$ cat config.mk
export PLATFORM = sky130hd
export DESIGN_NAME = dport_ctrl
export DESIGN_NICKNAME = d
export VERILOG_FILES = /design/src/rtl/dport_pkg.sv /design/src/rtl/dport_filter.sv /design/src/rtl/dport_timing.sv /design/src/rtl/dport_seq.sv /design/src/rtl/dport_ctrl.sv
export SDC_FILE = /design/constraint.sdc
export NUM_CORES = 1
export LEC_CHECK = 0
export ABC_AREA = 0
export BUFFER_PORTS_ARGS = -buffer_cell sky130_fd_sc_hd__buf_2
export CAP_MARGIN = 40
export CELL_PAD_IN_SITES_DETAIL_PLACEMENT = 2
export CELL_PAD_IN_SITES_GLOBAL_PLACEMENT = 2
export CORE_ASPECT_RATIO = 1.25
export CORE_UTILIZATION = 36
export CTS_CLUSTER_DIAMETER = 30
export DETAILED_ROUTE_END_ITERATION = 10
export PLACE_DENSITY = 0.89
export SKIP_LAST_GASP = 1
export SLEW_MARGIN = 10
export SYNTH_ARGS = -nofsm -noshare
export SYNTH_HDL_FRONTEND = slang
export SYNTH_HIERARCHICAL = 1
export SYNTH_SLANG_ARGS = --single-unit
$ cat constraint.sdc
create_clock -name clk -period 3.3 [get_ports clk]
set_input_delay 0.33 -clock clk [delete_from_list [all_inputs] [get_ports clk]]
set_output_delay 0.33 -clock clk [all_outputs]
set_load 0.01 [all_outputs]
$ cat src/rtl/dport_pkg.sv
`timescale 1ns/1ps
package dport_pkg;

  typedef enum logic [2:0] {
    PS_OFF       = 3'd0,
    PS_DISCONN   = 3'd1,
    PS_DISABLED  = 3'd2,
    PS_RESETTING = 3'd3,
    PS_ENABLED   = 3'd4,
    PS_SUSPENDED = 3'd5,
    PS_RESUMING  = 3'd6
  } portState_e;

  localparam logic [1:0] LINE_SE0 = 2'b00;
  localparam logic [1:0] LINE_K   = 2'b10;

  localparam int CHG_CONNECT = 0;
  localparam int CHG_ENABLE  = 1;
  localparam int CHG_SUSPEND = 2;
  localparam int CHG_RESET   = 3;

  // strobes from the sequencer to the timing datapath
  typedef struct packed {
    logic restart;   // state changes at this edge: clear filters and timer
    logic connWatch; // count non-SE0 cycles
    logic discWatch; // count SE0 cycles
    logic kWatch;    // count K cycles
    logic timerRun;  // advance the drive timer
  } dpStrobe_t;

endpackage

$ cat src/rtl/dport_filter.sv
`timescale 1ns/1ps
module dport_filter #(
  parameter int unsigned LIMIT = 75
) (
  input  logic clk,
  input  logic rstN,
  input  logic clr,
  input  logic cond,
  output logic qual
);
  localparam int W = $clog2(LIMIT + 1);

  logic [W-1:0] cnt;

  always_ff @(posedge clk) begin
    if (!rstN) begin
      cnt <= '0;
    end else if (clr || !cond) begin
      cnt <= '0;
    end else if (cnt != W'(LIMIT)) begin
      cnt <= cnt + 1'b1;
    end
  end

  assign qual = (cnt == W'(LIMIT));

  // a filter can only become qualified after an uninterrupted condition
  assert_filter_rise_R2: assert property (@(posedge clk) disable iff (!rstN)
    $rose(qual) |-> ($past(cond) && !$past(clr)));

endmodule

$ cat src/rtl/dport_timing.sv
`timescale 1ns/1ps
module dport_timing
  import dport_pkg::*;
#(
  parameter int unsigned CONN_CYCLES   = 75,
  parameter int unsigned DISC_CYCLES   = 68,
  parameter int unsigned WAKE_CYCLES   = 75,
  parameter int unsigned RESET_CYCLES  = 450000,
  parameter int unsigned RESUME_CYCLES = 600000
) (
  input  logic       clk,
  input  logic       rstN,
  input  logic [1:0] lineState,
  input  dpStrobe_t  strb,
  output logic       connQual,
  output logic       discQual,
  output logic       kQual,
  output logic       resetDone,
  output logic       resumeDone
);
  localparam int unsigned TMAX = (RESET_CYCLES > RESUME_CYCLES) ? RESET_CYCLES : RESUME_CYCLES;
  localparam int TW = $clog2(TMAX + 1);
  localparam int NFILT = 3;

  logic isSe0, isK;
  logic [NFILT-1:0] filtCond, filtQual;

  assign isSe0 = (lineState == LINE_SE0);
  assign isK   = (lineState == LINE_K);

  // index 0: connect, 1: disconnect, 2: wake-up K
  assign filtCond = {strb.kWatch && isK, strb.discWatch && isSe0, strb.connWatch && !isSe0};

  for (genvar g = 0; g < NFILT; g++) begin : g_filt
    localparam int unsigned LIM = (g == 0) ? CONN_CYCLES : ((g == 1) ? DISC_CYCLES : WAKE_CYCLES);
    dport_filter #(.LIMIT(LIM)) u_filt (
      .clk  (clk),
      .rstN (rstN),
      .clr  (strb.restart),
      .cond (filtCond[g]),
      .qual (filtQual[g])
    );
  end

  assign connQual = filtQual[0];
  assign discQual = filtQual[1];
  assign kQual    = filtQual[2];

  // drive timer: zero at state entry, one step per cycle in a drive state
  logic [TW-1:0] tmr;

  always_ff @(posedge clk) begin
    if (!rstN) begin
      tmr <= '0;
    end else if (strb.restart || !strb.timerRun) begin
      tmr <= '0;
    end else if (tmr != TW'(TMAX)) begin
      tmr <= tmr + 1'b1;
    end
  end

  assign resetDone  = (tmr == TW'(RESET_CYCLES - 1));
  assign resumeDone = (tmr == TW'(RESUME_CYCLES - 1));

endmodule

$ cat src/rtl/dport_seq.sv
`timescale 1ns/1ps
module dport_seq
  import dport_pkg::*;
(
  input  logic       clk,
  input  logic       rstN,
  input  logic       portPower,
  input  logic       cmdReset,
  input  logic       cmdSuspend,
  input  logic       cmdResume,
  input  logic       cmdDisable,
  input  logic       babble,
  input  logic [3:0] clrChange,
  input  logic       connQual,
  input  logic       discQual,
  input  logic       kQual,
  input  logic       resetDone,
  input  logic       resumeDone,
  output dpStrobe_t  strb,
  output logic       driveSe0,
  output logic       driveK,
  output logic       stPowered,
  output logic       stConnected,
  output logic       stEnabled,
  output logic       stSuspended,
  output logic       stReset,
  output logic [3:0] changeBits,
  output logic       resumeUp
);
  portState_e state, nextState;
  logic [3:0] setVec;
  logic       wakeDet;

  always_comb begin
    nextState = state;
    setVec    = '0;
    wakeDet   = 1'b0;
    if (!portPower) begin
      nextState = PS_OFF;
    end else begin
      case (state)
        PS_OFF: nextState = PS_DISCONN;
        PS_DISCONN: begin
          if (connQual) begin
            nextState = PS_DISABLED;
            setVec[CHG_CONNECT] = 1'b1;
          end
        end
        PS_DISABLED: begin
          if (discQual) begin
            nextState = PS_DISCONN;
            setVec[CHG_CONNECT] = 1'b1;
          end else if (cmdReset) begin
            nextState = PS_RESETTING;
          end
        end
        PS_RESETTING: begin
          if (resetDone) begin
            nextState = PS_ENABLED;
            setVec[CHG_RESET] = 1'b1;
          end
        end
        PS_ENABLED: begin
          if (discQual) begin
            nextState = PS_DISCONN;
            setVec[CHG_CONNECT] = 1'b1;
          end else if (cmdReset) begin
            nextState = PS_RESETTING;
          end else if (cmdDisable || babble) begin
            nextState = PS_DISABLED;
            setVec[CHG_ENABLE] = 1'b1;
          end else if (cmdSuspend) begin
            nextState = PS_SUSPENDED;
          end
        end
        PS_SUSPENDED: begin
          if (discQual) begin
            nextState = PS_DISCONN;
            setVec[CHG_CONNECT] = 1'b1;
          end else if (cmdReset) begin
            nextState = PS_RESETTING;
          end else if (cmdDisable) begin
            nextState = PS_DISABLED;
            setVec[CHG_ENABLE] = 1'b1;
          end else if (kQual) begin
            nextState = PS_RESUMING;
            wakeDet   = 1'b1;
          end else if (cmdResume) begin
            nextState = PS_RESUMING;
          end
        end
        PS_RESUMING: begin
          if (resumeDone) begin
            nextState = PS_ENABLED;
            setVec[CHG_SUSPEND] = 1'b1;
          end
        end
        default: nextState = PS_OFF;
      endcase
    end
  end

  always_ff @(posedge clk) begin
    if (!rstN) begin
      state      <= PS_OFF;
      changeBits <= '0;
      resumeUp   <= 1'b0;
    end else begin
      state      <= nextState;
      changeBits <= (changeBits & ~clrChange) | setVec;
      resumeUp   <= wakeDet;
    end
  end

  always_comb begin
    strb.restart   = (nextState != state);
    strb.connWatch = (state == PS_DISCONN);
    strb.discWatch = (state == PS_DISABLED) || (state == PS_ENABLED) || (state == PS_SUSPENDED);
    strb.kWatch    = (state == PS_SUSPENDED);
    strb.timerRun  = (state == PS_RESETTING) || (state == PS_RESUMING);
  end

  assign driveSe0    = (state == PS_RESETTING);
  assign driveK      = (state == PS_RESUMING);
  assign stPowered   = (state != PS_OFF);
  assign stConnected = (state != PS_OFF) && (state != PS_DISCONN);
  assign stEnabled   = (state == PS_ENABLED) || (state == PS_SUSPENDED) || (state == PS_RESUMING);
  assign stSuspended = (state == PS_SUSPENDED) || (state == PS_RESUMING);
  assign stReset     = (state == PS_RESETTING);

  assert_power_off_R8: assert property (@(posedge clk) disable iff (!rstN)
    !portPower |=> (state == PS_OFF));

  // the drive timer must be cleared when a reset begins
  assert_reset_fresh_R4: assert property (@(posedge clk) disable iff (!rstN)
    ((state == PS_RESETTING) && ($past(state) != PS_RESETTING)) |-> !resetDone);

  assert_disable_R5: assert property (@(posedge clk) disable iff (!rstN)
    ((state == PS_ENABLED) && portPower && !discQual && !cmdReset && (cmdDisable || babble))
      |=> (state == PS_DISABLED));

  assert_wake_pulse_R7: assert property (@(posedge clk) disable iff (!rstN)
    resumeUp |-> ((state == PS_RESUMING) && ($past(state) == PS_SUSPENDED)));

  assert_sticky_R9: assert property (@(posedge clk) disable iff (!rstN)
    ((~changeBits) & $past(changeBits) & ~$past(clrChange)) == 4'b0000);

endmodule

$ cat src/rtl/dport_ctrl.sv
`timescale 1ns/1ps
module dport_ctrl
  import dport_pkg::*;
#(
  parameter int unsigned CONN_CYCLES   = 75,
  parameter int unsigned DISC_CYCLES   = 68,
  parameter int unsigned WAKE_CYCLES   = 75,
  parameter int unsigned RESET_CYCLES  = 450000,
  parameter int unsigned RESUME_CYCLES = 600000
) (
  input  logic       clk,
  input  logic       rstN,
  input  logic       portPower,
  input  logic [1:0] lineState,
  input  logic       cmdReset,
  input  logic       cmdSuspend,
  input  logic       cmdResume,
  input  logic       cmdDisable,
  input  logic       babble,
  input  logic [3:0] clrChange,
  output logic       driveSe0,
  output logic       driveK,
  output logic       stPowered,
  output logic       stConnected,
  output logic       stEnabled,
  output logic       stSuspended,
  output logic       stReset,
  output logic [3:0] changeBits,
  output logic       resumeUp
);
  dpStrobe_t strb;
  logic connQual, discQual, kQual, resetDone, resumeDone;

  dport_timing #(
    .CONN_CYCLES   (CONN_CYCLES),
    .DISC_CYCLES   (DISC_CYCLES),
    .WAKE_CYCLES   (WAKE_CYCLES),
    .RESET_CYCLES  (RESET_CYCLES),
    .RESUME_CYCLES (RESUME_CYCLES)
  ) u_timing (
    .clk        (clk),
    .rstN       (rstN),
    .lineState  (lineState),
    .strb       (strb),
    .connQual   (connQual),
    .discQual   (discQual),
    .kQual      (kQual),
    .resetDone  (resetDone),
    .resumeDone (resumeDone)
  );

  dport_seq u_seq (
    .clk         (clk),
    .rstN        (rstN),
    .portPower   (portPower),
    .cmdReset    (cmdReset),
    .cmdSuspend  (cmdSuspend),
    .cmdResume   (cmdResume),
    .cmdDisable  (cmdDisable),
    .babble      (babble),
    .clrChange   (clrChange),
    .connQual    (connQual),
    .discQual    (discQual),
    .kQual       (kQual),
    .resetDone   (resetDone),
    .resumeDone  (resumeDone),
    .strb        (strb),
    .driveSe0    (driveSe0),
    .driveK      (driveK),
    .stPowered   (stPowered),
    .stConnected (stConnected),
    .stEnabled   (stEnabled),
    .stSuspended (stSuspended),
    .stReset     (stReset),
    .changeBits  (changeBits),
    .resumeUp    (resumeUp)
  );

endmodule

### After elaboration in Yosys (flattened, before gate mapping)

Index checks and enable logic that the tools add are counted.

| word-level totals | value |
|---|---|
| flip-flop bits (word level) | 49 |
| input port bits | 14 |
| output and inout bits | 12 |
| logic and storage cells | 96 |

| cells by class | value |
|---|---|
| add/sub/neg operators | 4 |
| equal/unequal tests | 18 |
| muxes and demuxes | 32 |
| bitwise operators | 6 |
| reduce and logical (&&, ||, !) cells | 29 |

Operators by type and width:

| cell | number |
|---|---|
| 3-bit 2-to-1 mux | 15 |
| 7-bit by 1-bit adder with 7-bit output, second input constant | 3 |
| 7-bit equality test, second input constant | 3 |
| 7-bit != test, second input constant | 3 |
| 3-bit case mux with 7 select lines | 1 |
| 20-bit by 1-bit adder with 20-bit output, second input constant | 1 |
| 20-bit by 19-bit equality test with 1-bit output, second input constant | 1 |
| 20-bit equality test, second input constant | 1 |
| 20-bit != test, second input constant | 1 |
| 1-bit 2-to-1 mux | 13 |
| 1-bit logical OR | 11 |
| 3-bit equality test, second input constant | 3 |
| 2-bit OR reduction | 4 |
| 3-bit by 2-bit equality test with 1-bit output, second input constant | 2 |
| 6-bit OR reduction | 1 |
| 1-bit logical NOT | 5 |
| 4-bit bitwise AND | 1 |
| 1-bit logical AND | 4 |
| 4-bit 2-to-1 mux | 1 |
| 4-bit NOT | 1 |
| 4-bit OR | 1 |
| 1-bit case mux with 2 select lines | 2 |
| 3-bit by 1-bit equality test with 1-bit output, second input constant | 1 |
| 3-bit logical NOT | 1 |
| 7 further kinds | 9 |

### Depth between registers and ports, before layout

| logic depth | value |
|---|---|
| word-level depth | 10 |
| gate-level depth with buffers | 13 |
| gate-level depth less buffers | 12 |

### Cells and area by module

The synthesis kept the hierarchy.

Modules (own cells, without submodules):

| module | times used | cells an instance | area each (µm²) |
|---|---|---|---|
| dport_timing | 1 | 124 | 1,047.3 |
| dport_seq | 1 | 92 | 659.4 |
| dport_filter at u_timing.g_filt[0].u_filt ... | 2 | 36 | 324.1 |
| dport_filter at u_timing.g_filt[1].u_filt | 1 | 39 | 376.6 |

### Worst setup path after synthesis

No wires, ideal clock.

| path | value |
|---|---|
| path kind | register -> register |
| start point | register u_timing.tmr[11] |
| end point | register u_timing.tmr[10] |
| setup time | 0.128 ns |
| data arrival time | 2.685 ns |
| data required time | 3.172 ns |
| path slack | 0.488 ns |
| cell stages (with the launch flop) | 12 |
| clock period less this slack | 2.812 ns |
| cell sequence | dfxtp_1 or4b_2 or3_4 and4b_1 nand2_1 nand3_1 a31oi_1 xnor2_1 nand2_1 nand3b_1 clkbuf_1 nor2_1 |

RTL lines:

| element | line | source |
|---|---|---|
| start, declared | dport_timing.sv:50 | `logic [TW-1:0] tmr;` |
| start signal, assigned | dport_timing.sv:58 | `tmr <= tmr + 1'b1;` |

==> results.toml <==
[place]
placed_area_sq_um = 2970
gp_congestion = 0.808
dp_hpwl_um = 5900
place_ws_ns = 0.324
portBuffers = 25

[sta]
finalWorstPathRequiredPeriod_ns = 3.05
setup_ws_ns = 0.246
setup_viol = 0
hold_viol_final = 0
worstMarginPinSlew_ns = 0.674
min_period_over_period_pct = 92.6
rsz0062_at_grt = "false"
fmax_mhz = 327
relSlewSlack_pct = 53.9
skew_ns = 0.0129
drv_slew = 0
fin_tns_setup_ns = 0

[cts]
clk_latency_ns = 0.32
numCtsBuffers = 5
h-tree-depth = 2
postCtsSetupBuffers = 0
cts_sinks = 49
cts_resized = 0
cts_tree = "done"
clk_path_buf_depth = 2
clk_pin_slew_ns = 0.11
ctsHoldBuffers = 0
cts_root_buffer = "clkbuf_8"

[final_layout]
nFillCells = 851
final_nets = 376
diodes = 0
drive_gt1_share_pct = 15.7
areaGrowthSynthToFinish_pct = 12.3
finalInstanceArea_sq_um = 3070

[power_and_ir_drop]
power_mw = 1.02
p_leak_nw = 1.01
powerDensity_nw_per_um2 = 332
ir_drop_mv = 0.164

[floorplan]
rows = 35
start_util_pct = 37.1
die-area_sq_um = 7940
core_sq_um = 7360
die_x_um = 79.9
fp.dieH_um = 99.4
ios = 26

[grt]
antenna_found_initial = 0
grt.total_usage_pct = 21.1
met1_usage_pct = 22.1
use_met2_pct = 41.4
use_met3_pct = 3.76
grt_max_degree = 23
grt_pass1_vias = 2750
busiest_layer = "met2"
grt_pass1_wl_um = 13100
overflow = 0

[critical_path]
critical_path_class = "reg2reg"
crit_path_end_kind = "register"
cp_max_fo = 7
path_cells = "or4b_2 > or3_4 > and4b_1 > nand2_1 > nand3_1 > a31oi_1 > xnor2_1 > nand2_1 > nand3b_1 > buf_4 > a21oi_1"
crit_top_cell = "nand2_1"
max_stage_delay_ns = 0.67
crit_arrival_ns = 3.29
cp.required_ns = 3.54
crit_path_start_kind = "register"
slowest_stage = "or4b_2"

[routing]
drt-wirelength-per-cell_um = 17.5
drtPass1Iterations = 4
postRouteAntennaNets = 0
drt_wl_total_um = 7840
drt-initial-drc-count = 79
num_vias = 2541
vias_per_cell = 5.66
drc_errors = 0

[run]
timing.max_cap.violations = 0

[status]
status = "finished, final reports clean"

[worst_hold_path]
min_path_type = "in2reg"

[logic_synthesis]
synth_edf_count = 0
avgSynthCellArea_sq_um = 8.35
ys_seq_elements = 49
syn-instance-count = 327
yosys_warnings = 6
synth_flop_cell = "dfxtp_1"
syn-cell-area_sq_um = 2730
yosysSeqAreaShare_pct = 35.9
synth_cell_types = 61
async_flop_share_pct = 0
synth_nets = 347
## layer usage
metal	share of wire (%)	up-vias
met3	2.5	11
li1	-	1243
met4	1.3	0
met5	0	-
met1	41	1252
met2	55	35
## cell families (layout without fill, tap and decap cells)
family / Yosys count / count (layout) / synth area share, %
simple gates: 160 / 160 / 35.2
compound gates: 67 / 67 / 15.3
flops: 49 / 49 / 35.9
buf+inv: 23 / 53 / 3.80
xor+xnor: 21 / 21 / 6.73
fa+ha+maj: 6 / 6 / 2.75
mux: 1 / 1 / 0.366
## final cells by class
class / instances / area, sq um / share of cell area (%)
timing repair buffer: 33 / 185 / 6.04
clock inverter: 3 / 26.3 / 0.856
clock buffer: 5 / 68.8 / 2.24
tap: 92 / 115 / 3.75
sequential: 49 / 981 / 32.0
multi-input combinational: 255 / 1650 / 53.7
inverter: 12 / 45.0 / 1.47
## path summary, 6_finish.rpt
| check | cells past startpoint | start | slack [ns] | endpoint |
|---|---|---|---|---|
| worst max-delay path | 11 | u_timing/tmr[11] | 0.25 | u_timing/tmr[19] |
| worst min-delay path | 2 | cmdDisable | 0.24 | u_seq/resumeUp |
| worst max register to register | 11 | u_timing/tmr[11] | 0.25 | u_timing/tmr[19] |
| worst min register to register | 2 | u_timing/g_filt[2].u_filt/cnt[6] | 0.50 | u_timing/g_filt[2].u_filt/cnt[6] |
## cells in the final DEF, fill, tap and decap left out, types with 7 or more instances in the layout
cell     Yosys  final
a21oi_1     18     18
buf_2        5     25
buf_4        1      8
dfxtp_1     49     49
inv_1       12     12
nand2_1     25     25
nand3_1     18     18
nand4_1      9      9
nor2_1      23     23
nor2b_1      7      7
nor3_1       9      9
o21ai_0     15     15
or3_1       11     11
xnor2_1     12     12
xor2_1       9      9
## flip-flops by register name (all words and copies together) (netlist names)
name and cells:
u_seq/changeBits 4, u_seq/state 3, u_timing/tmr 20, u_seq/resumeUp 1, u_timing/g_filt.u_filt/cnt 21
## Yosys cell counts, types with 5 or more instances
library cell / instances / share of area [%]
nand4_1: 9 / 2.1
and2_1: 6 / 1.4
xor2_1: 9 / 2.9
nor2b_1: 7 / 1.6
a21oi_1: 18 / 3.3
ha_1: 6 / 2.7
nand3_1: 18 / 3.3
inv_1: 12 / 1.6
nor3_1: 9 / 1.6
nor2_1: 23 / 3.2
dfxtp_1: 49 / 36
buf_2: 5 / 0.92
or3_1: 11 / 2.5
nand2b_1: 5 / 1.1
xnor2_1: 12 / 3.8
o21ai_0: 15 / 2.7
a31oi_1: 5 / 1.1
o21ai_1: 6 / 1.1
nand3b_1: 5 / 1.4
nand2_1: 25 / 3.4
## where the power goes
part           switching, mW  internal [mW]  leakage [nW]
registers            0.00261          0.592         0.395
logic                 0.0202         0.0156         0.577
clock network          0.234          0.155        0.0423
total                  0.257          0.762          1.01
## critical path, delay by kind of cell (launching register included)
kind	cells	cell delay (ns)
buffers and inverters	1	0.23
and+or+nand+nor	7	2.00
DFF	1	0.38
AOI/OAI and AO/OA	2	0.24
xor gates and xnor gates	1	0.15
## through the flow
stage	hold WS, ns	utilization (%)	instances
floorplan	0.406	-	327
global placement	0.454	40.4	441
detailed placement	0.484	40.4	441
CTS	0.234	41.7	449
global route	0.244	41.7	449
finish	0.238	41.7	449
No activity file was read; power rests on OpenSTA's default activity.
